File: src/rtl/rx_addr_filter_pkg.sv
package rx_addr_filter_pkg;
  localparam int CRC_W      = 32;
  localparam logic [CRC_W-1:0] CRC_INIT = 32'hFFFF_FFFF;
  localparam logic [CRC_W-1:0] CRC_POLY = 32'h04C1_1DB6;
  localparam int CFG_PROMISC = 4;
  localparam int CFG_BCAST   = 2;
  localparam int CFG_GROUP   = 3;

  function automatic logic [CRC_W-1:0] crc_feed_byte(input logic [CRC_W-1:0] c_in,
                                                      input logic [7:0] d);
    logic [CRC_W-1:0] c;
    logic carry;
    c = c_in;
    for (int j = 0; j < 8; j++) begin
      carry = c[CRC_W-1] ^ d[j];
      c = c << 1;
      if (carry) c = (c ^ CRC_POLY) | {{(CRC_W-1){1'b0}}, 1'b1};
    end
    return c;
  endfunction
endpackage

File: src/rtl/afilt_hash.sv
module afilt_hash
  import rx_addr_filter_pkg::*;
#(
  parameter int HASH_W = 6
) (
  input  logic              clk,
  input  logic              rst,
  input  logic              load,
  input  logic              step,
  input  logic [7:0]        din,
  output logic [HASH_W-1:0] hash_next
);
  logic [CRC_W-1:0] crc_q;
  logic [CRC_W-1:0] crc_d;

  always_comb crc_d = crc_feed_byte(load ? CRC_INIT : crc_q, din);
  assign hash_next = crc_d[CRC_W-1 -: HASH_W];

  always_ff @(posedge clk) begin
    if (rst)              crc_q <= CRC_INIT;
    else if (load || step) crc_q <= crc_d;
  end


  crc_hold_chk: assert property (@(posedge clk) disable iff (rst)
    (!load && !step) |=> $stable(crc_q));
endmodule

File: src/rtl/afilt_match.sv
module afilt_match #(
  parameter int NBYTES = 6,
  localparam int IDX_W = $clog2(NBYTES)
) (
  input  logic              clk,
  input  logic              rst,
  input  logic              load,
  input  logic              step,
  input  logic [IDX_W-1:0]  idx,
  input  logic [7:0]        din,
  input  logic [8*NBYTES-1:0] station,
  output logic              bcast_next,
  output logic              stn_next,
  output logic              grp_next
);
  logic bcast_q, stn_q, grp_q;

  always_comb begin
    bcast_next = (load ? 1'b1 : bcast_q) & (din == 8'hFF);
    stn_next   = (load ? 1'b1 : stn_q) & (din == station[idx*8 +: 8]);
    grp_next   = load ? din[0] : grp_q;
  end

  always_ff @(posedge clk) begin
    if (rst) begin
      bcast_q <= 1'b0;
      stn_q   <= 1'b0;
      grp_q   <= 1'b0;
    end else if (load || step) begin
      bcast_q <= bcast_next;
      stn_q   <= stn_next;
      grp_q   <= grp_next;
    end
  end


  grp_capture_chk: assert property (@(posedge clk) disable iff (rst)
    load |=> (grp_q == $past(din[0])));
endmodule

File: src/rtl/rx_addr_filter.sv
module rx_addr_filter
  import rx_addr_filter_pkg::*;
#(
  parameter int NBYTES  = 6,
  parameter int TABLE_W = 64
) (
  input  logic                clk,
  input  logic                rst,
  input  logic                byte_vld,
  input  logic                byte_start,
  input  logic [7:0]          byte_data,
  input  logic [7:0]          rx_cfg,
  input  logic [TABLE_W-1:0]  grp_table,
  input  logic [8*NBYTES-1:0] station_addr,
  output logic                res_done,
  output logic                res_accept,
  output logic                res_group
);
  localparam int IDX_W  = $clog2(NBYTES);
  localparam int HASH_W = $clog2(TABLE_W);
  localparam logic [IDX_W-1:0] LAST_IDX = IDX_W'(NBYTES - 1);

  logic             active_q;
  logic [IDX_W-1:0] cnt_q;
  logic [IDX_W-1:0] idx;
  logic             load, step, fire;
  logic [HASH_W-1:0] hash_nx;
  logic bcast_nx, stn_nx, grp_nx;
  logic decide;

  assign load = byte_vld && byte_start;
  assign step = byte_vld && !byte_start && active_q;
  assign idx  = load ? '0 : cnt_q;
  assign fire = (load || step) && (idx == LAST_IDX);

  afilt_hash #(.HASH_W(HASH_W)) u_hash (
    .clk(clk), .rst(rst), .load(load), .step(step),
    .din(byte_data), .hash_next(hash_nx)
  );

  afilt_match #(.NBYTES(NBYTES)) u_match (
    .clk(clk), .rst(rst), .load(load), .step(step), .idx(idx),
    .din(byte_data), .station(station_addr),
    .bcast_next(bcast_nx), .stn_next(stn_nx), .grp_next(grp_nx)
  );

  always_comb begin
    if (rx_cfg[CFG_PROMISC])  decide = 1'b1;
    else if (bcast_nx)        decide = rx_cfg[CFG_BCAST];
    else if (grp_nx)          decide = rx_cfg[CFG_GROUP] && grp_table[hash_nx];
    else                      decide = stn_nx;
  end

  always_ff @(posedge clk) begin
    if (rst) begin
      active_q   <= 1'b0;
      cnt_q      <= '0;
      res_done   <= 1'b0;
      res_accept <= 1'b0;
      res_group  <= 1'b0;
    end else begin
      res_done <= fire;
      if (fire) begin
        active_q   <= 1'b0;
        cnt_q      <= '0;
        res_accept <= decide;
        res_group  <= grp_nx;
      end else if (load || step) begin
        active_q <= 1'b1;
        cnt_q    <= idx + 1'b1;
      end
    end
  end


  done_pulse_chk: assert property (@(posedge clk) disable iff (rst)
    res_done |=> !res_done);

  done_after_byte_chk: assert property (@(posedge clk) disable iff (rst)
    res_done |-> $past(byte_vld));

  promisc_chk: assert property (@(posedge clk) disable iff (rst)
    (fire && rx_cfg[CFG_PROMISC]) |=> (res_done && res_accept));

  hold_chk: assert property (@(posedge clk) disable iff (rst)
    !fire |=> ($stable(res_accept) && $stable(res_group)));
endmodule

File: config.mk
export PLATFORM = sky130hd
export DESIGN_NAME = rx_addr_filter
export DESIGN_NICKNAME = d
export VERILOG_FILES = /design/src/rtl/rx_addr_filter_pkg.sv /design/src/rtl/afilt_hash.sv /design/src/rtl/afilt_match.sv /design/src/rtl/rx_addr_filter.sv
export SDC_FILE = /design/constraint.sdc
export NUM_CORES = 1
export LEC_CHECK = 0
export CAP_MARGIN = 25
export CORE_MARGIN = 1.5
export CORE_UTILIZATION = 30
export CTS_CLUSTER_SIZE = 40
export DETAILED_ROUTE_END_ITERATION = 6
export REMOVE_ABC_BUFFERS = 1
export SLEW_MARGIN = 20
export SYNTH_ARGS = -nofsm -noshare
export SYNTH_HDL_FRONTEND = slang
export SYNTH_HIERARCHICAL = 1
export SYNTH_SLANG_ARGS = --single-unit
File: constraint.sdc
create_clock -name clk -period 4 [get_ports clk]
set_input_delay 0.4 -clock clk [delete_from_list [all_inputs] [get_ports clk]]
set_output_delay 0.4 -clock clk [all_outputs]
set_load 0.02 [all_outputs]
### Word level (Yosys, flattened, before mapping)

Index checks and enable logic that the tools add are counted.

* bits in registers: 42
* bits of input ports: 132
* output and inout bits: 3
* logic and storage cells: 59

* add/subtract/negate cells: 1
* order comparisons: 1
* equality and inequality tests: 3
* shift operators: 1
* mux-type cells: 18
* bitwise gates (word level): 18
* reduce and logical (&&, ||, !) cells: 8

Operators by type and width (count)
* $mux W27: 8
* $not A13 Y13: 8
* $shiftx A48 B7 Y8: 1
* $mux W32: 1
* $eq A8 B8 Y1: 1
* $eq A8 B8 Y1 const B: 1
* $xor A1 B1 Y1: 8
* $lt A6 B7 Y1 const B: 1
* $mux W1: 7
* $bmux W1 S6: 1
* $logic_and A1 B1 Y1: 5
* $add A3 B1 Y3 const B: 1
* $eq A3 B3 Y1 const B: 1
* $mux W3: 1
* $and A1 B1 Y1: 2
* $reduce_or A2 Y1: 1
* $logic_not A1 Y1: 1
* $logic_or A1 B1 Y1: 1

### Longest topological paths before layout

* depth in word-level cells: 24
* mapped depth: 16
* depth with buffers taken out: 14

### By module

The synthesis kept the hierarchy.

By module, submodules not included
* afilt_hash: instances 1, cells an instance 297, area an instance 2561.2 um2, seq. area each 640.6 um2
* rx_addr_filter: instances 1, cells an instance 89, area an instance 939.7 um2, seq. area each 140.1 um2
* afilt_match: instances 1, cells an instance 102, area an instance 815.8 um2, seq. area each 60.1 um2

### Worst setup path before layout

No wires, ideal clock.

* path type: input -> register
* from: input byte_vld
* to: register res_accept
* setup time: 0.073 ns
* data arrival time: 3.198 ns
* required time: 3.927 ns
* slack: 0.729 ns
* cell stages on the path: 16
* path buffers: 7
* path through: nand2_1 > inv_1 > buf_4 > buf_2 > buf_2 > clkbuf_1 > nor2_1 > xnor2_1 > buf_4 > buf_6 > buf_12 > mux2i_1 > mux4_2 > a222oi_1 > a31oi_1 > o22ai_2

* elaborated cells between the ends (all ways): 45
* those cells by class: eq/ne (2); shift (1); mux (18); bitwise (18); reduce/logical (6)

RTL lines
* from (decl): line rx_addr_filter.sv:9 `input logic byte_vld,`
* $logic_and A1 B1 Y1 (*): line rx_addr_filter.sv:31 `assign load = byte_vld && byte_start;`
* named net load: line rx_addr_filter.sv:26 `logic load, step, fire;`
* $mux W32 (*): line afilt_hash.sv:16 `always_comb crc_d = crc_feed_byte(load ? CRC_INIT : crc_q, din);`
* $mux W27 (2 in a row): line rx_addr_filter_pkg.sv:17 `if (carry) c = (c ^ CRC_POLY) | {{(CRC_W-1){1'b0}}, 1'b1};`
* $not A13 Y13 (no line)
* $mux W27: line rx_addr_filter_pkg.sv:17
* $not A13 Y13 (no line)
* $mux W27 (3 in a row): line rx_addr_filter_pkg.sv:17
* $not A13 Y13 (no line)
* $mux W27 (*): line rx_addr_filter_pkg.sv:17
* named net u_hash.crc_d[27]: line afilt_hash.sv:14 `logic [CRC_W-1:0] crc_d;`
* $bmux W1 S6 (*): line rx_addr_filter.sv:50 `else if (grp_nx) decide = rx_cfg[CFG_GROUP] && grp_table[hash_nx];`
* $mux W1 (implied by the code) (*): line rx_addr_filter.sv:50
* $logic_and A1 B1 Y1 (*): line rx_addr_filter.sv:50
* $mux W1 (*): line rx_addr_filter.sv:50
* $mux W1 (*): line rx_addr_filter.sv:49 `else if (bcast_nx) decide = rx_cfg[CFG_BCAST];`
* $mux W1 (*): line rx_addr_filter.sv:48 `if (rx_cfg[CFG_PROMISC]) decide = 1'b1;`
* to (signal assigned): line rx_addr_filter.sv:66 `res_accept <= decide;`
* to (decl): line rx_addr_filter.sv:16 `output logic res_accept,`

The timed path passes the listed nets; every way through them passes the cells marked *. The select of a mux whose other input is x is not followed.
A chain may end at the register's enable or synchronous reset.

### Final worst setup path

* from: input byte_vld
* to: register res_accept

* elaborated cells between the ends (all ways): 45
* those cells by class: eq/ne (2); shift (1); mux (18); bitwise (18); reduce/logical (6)

RTL lines
* $logic_and A1 B1 Y1 (*): line rx_addr_filter.sv:31
* named net load: line rx_addr_filter.sv:26
* $mux W32 (*): line afilt_hash.sv:16
* $mux W27 (2 in a row): line rx_addr_filter_pkg.sv:17
* $not A13 Y13 (no line)
* $mux W27: line rx_addr_filter_pkg.sv:17
* $not A13 Y13 (no line)
* $mux W27 (3 in a row): line rx_addr_filter_pkg.sv:17
* $not A13 Y13 (no line)
* $mux W27 (*): line rx_addr_filter_pkg.sv:17
* named net hash_nx[1]: line rx_addr_filter.sv:27 `logic [HASH_W-1:0] hash_nx;`
* $bmux W1 S6 (*): line rx_addr_filter.sv:50
* $mux W1 (implied by the code) (*): line rx_addr_filter.sv:50
* $logic_and A1 B1 Y1 (*): line rx_addr_filter.sv:50
* $mux W1 (*): line rx_addr_filter.sv:50
* $mux W1 (*): line rx_addr_filter.sv:49
* $mux W1 (*): line rx_addr_filter.sv:48

Marked as above.

==> flow_summary.ini <==
[clock_tree]
cts_hold_buf = 0
cts_tree = built
cts_made_buffers = 5
postCtsSetupRepairBufs = 0
clkSinkCount = 42
clkLatencyLatePin_ns = 0.28
htreeDepth = 2
path_clk_slew_ns = 0.06
clock_path_buffers = 2
clockRootBuffer = clkbuf_16
post_cts_resize_count = 0

[floorplanning]
initial_core_util_pct = 30.9
dieWidth_um = 123
std_cell_rows = 43
core_um2 = 14000
dieArea_um2 = 15100
io_pins = 135
fp.dieH_um = 123

[critical_path]
r2r_start = u_hash/crc_q[28]
max_stage_delay_ns = 0.48
start_kind = input port
cp_slowest_cell = mux4_2
endpoint_kind = flop
arrival_ns = 3.83
crit_fanout = 22
rr_endpoint = res_accept
critPathKind = input port to flop
worst_r2r_path_depth = 12
cp_cell_sequence = clkdlybuf4s50_1 > nand2_1 > clkinv_1 > nor2_1 > xnor3_1 > xnor2_1 > xnor2_2 > buf_12 > mux2i_1 > mux4_2 > a222oi_1 > a31oi_1 > o22ai_2
r2r_slack_ns = 0.84
endpoint = res_accept
cp.required_ns = 4.19
startpoint = byte_vld

[pwr]
pwr-share-clk_pct = 19.8
peakVddDrop_v = 0.000161
p_int_uw = 1520
powerDensity_nw_per_um2 = 396
switchingPower_uw = 815
seqPwrFrac_pct = 21.8
p_comb_share_pct = 58.3
power_leakage_uw = 0.00228
swShare_pct = 34.9

[detailed_routing]
dr.pass1.iters = 5
avgViaCountPerCell = 4.92
post_drt_wl_per_cell_um = 15.9
vias = 3855
dr.first_iter.drc_count = 191
antenna_left = 0
drc = 0
wl_mm = 12.5

[synthesis]
avgSynthCellArea_um2 = 8.85
ys_seq_elements = 42
ys_warn_count = 6
synth_ff_type = dfxtp_1
async_reset_ff_share_pct = 0
mappedNetlistArea_um2 = 4320
netlist_instances = 488
synth.distinct_cells = 59
synth_edf_count = 0
seq_area_frac_synth_pct = 19.5

[placed_design]
dp_cells = 775
gp_congestion = 0.808
port_buffers = 129
dp_hpwl_mm = 9.83

[cells_and_area]
fill_cells = 1376
final_layout_size_suffix_gt1_share_pct = 11.4
final_common_cell = clkdlybuf4s50_1
diodes = 0
final_cell_mix = clkdlybuf4s50_1 (129), nor2_1 (68), xnor2_1 (66)
area_growth_pct = 36.6
multi_input_area_um2 = 3160
stdcell_count = 784
num-nets-final = 737
regArea_um2 = 841

[grt]
antenna_found_initial = 0
groute.layer.met1.usage_pct = 20.2
gr-usage-met3_pct = 2.81
grt_pass1_wl_mm = 18.8
grtUsageTotal_pct = 15.8
use_met2_pct = 28.4
grt_remaining_overflow = 0
top_usage_layer = met2
grt_pass1_vias = 3752
grt_max_degree = 35

[sta]
min_period_over_period_pct = 91.0
period_minus_slack_ns = 3.64
slew_viol_final = 0
rsz0062_at_grt = false
finalHoldViolCount = 0
setup_viol = 0
fmax_mhz = 275
relSlewSlack_pct = 54.4
setup_tns_ns = 0
tightest_slew_ns = 0.682
clock_skew_ns = 0.00884

[run]
drv_cap = 0

[min_path]
hp-class = flop to flop

[outcome]
outcome = finished, final reports clean
==> worst min-delay path by stage <==
stage | slack, ns | cells after the start | startpoint | endpoint
after floorplan | 0.44 | 1 | cnt_q[0] | cnt_q[0]
after global placement | 0.46 | 1 | cnt_q[0] | cnt_q[0]
after detailed placement | 0.47 | 1 | cnt_q[0] | cnt_q[0]
after CTS | 0.48 | 1 | cnt_q[0] | cnt_q[0]
after global routing | 0.51 | 1 | cnt_q[0] | cnt_q[0]
final | 0.48 | 1 | cnt_q[0] | cnt_q[0]
==> cell families after synthesis <==
kind of cell	count (synthesis)	synth area share, %
simple gates	158	18.2
xor+xnor	98	24.8
mux	56	16.9
flops	42	19.5
fa+ha+maj	2	0.580
buf+inv	51	7.65
compound gates	81	12.3
==> Yosys cell counts (3+ instances only) <==
library cell	count	area, um2
nor2_1	69	259
xnor2_1	67	587
dfxtp_1	42	841
mux2i_1	41	410
nand2_1	30	113
o22ai_1	18	113
clkbuf_1	14	52.6
o21ai_0	14	70.1
mux4_2	12	270
xor2_1	12	105
a21oi_1	11	55.1
o211ai_1	11	82.6
and3_1	10	62.6
buf_4	10	75.1
or3_1	10	62.6
buf_6	8	90.1
nor3_1	8	40.0
buf_2	7	35.0
inv_1	7	26.3
xnor2_2	7	114
xnor3_1	7	158
a31oi_1	6	37.5
nand3_1	6	30.0
o21ai_1	6	30.0
nand2b_1	5	31.3
and2_1	4	25.0
nor2b_1	4	25.0
buf_1	3	11.3
==> flip-flops by register name (all words and copies together), names as in the netlist <==
register	count
u_match/stn_q	1
res_group	1
res_done	1
u_hash/crc_q	32
res_accept	1
cnt_q	3
u_match/grp_q	1
u_match/bcast_q	1
active_q	1
==> critical path, delay by kind of cell <==
kind	cells	cell delay (ns)
muxes	2	0.58
xor gates and xnor gates	3	0.86
buffers and inverters	3	0.93
and+or+nand+nor	2	0.42
AOI/OAI and AO/OA	3	0.63
==> metal layers <==
metal  part of all wire [%]  wire, um
met1                     42      5300
met2                     51      6310
met3                    6.3       787
met4                   0.66        83
met5                      0         0
==> area by class of cell <==
| cell class | count | area share (%) |
|---|---|---|
| Clock inverter | 2 | 0.636 |
| Multi-Input combinational cell | 395 | 53.5 |
| Tap cell | 180 | 3.82 |
| Timing Repair Buffer | 152 | 25.2 |
| Sequential cell | 42 | 14.3 |
| Clock buffer | 6 | 2.18 |
| Inverter | 7 | 0.445 |
==> power groups by stage <==
stage	clock network [uW]	logic (uW)	registers [uW]
final	463	1360	510
after global routing	492	1480	515
after CTS	470	1370	510
after detailed placement	0	1370	520
after global placement	0	1350	517
after floorplan	0	983	513
==> through the flow <==
stage / hold WS [ns] / cell area [um2] / total power (uW) / setup WS, ns / utilization (%)
after detailed placement: 0.470 / 5720 / 1890 / 0.0557 / 40.9
after CTS: 0.479 / 5880 / 2350 / 0.324 / 42.1
after global routing: 0.510 / 5900 / 2490 / 0.129 / 42.2
after floorplan: 0.438 / 4010 / 1500 / -1.21 / -
after global placement: 0.455 / 5720 / 1870 / 0.158 / 40.9
final: 0.476 / 5900 / 2330 / 0.361 / 42.2
No activity file was read; power rests on OpenSTA's default activity.
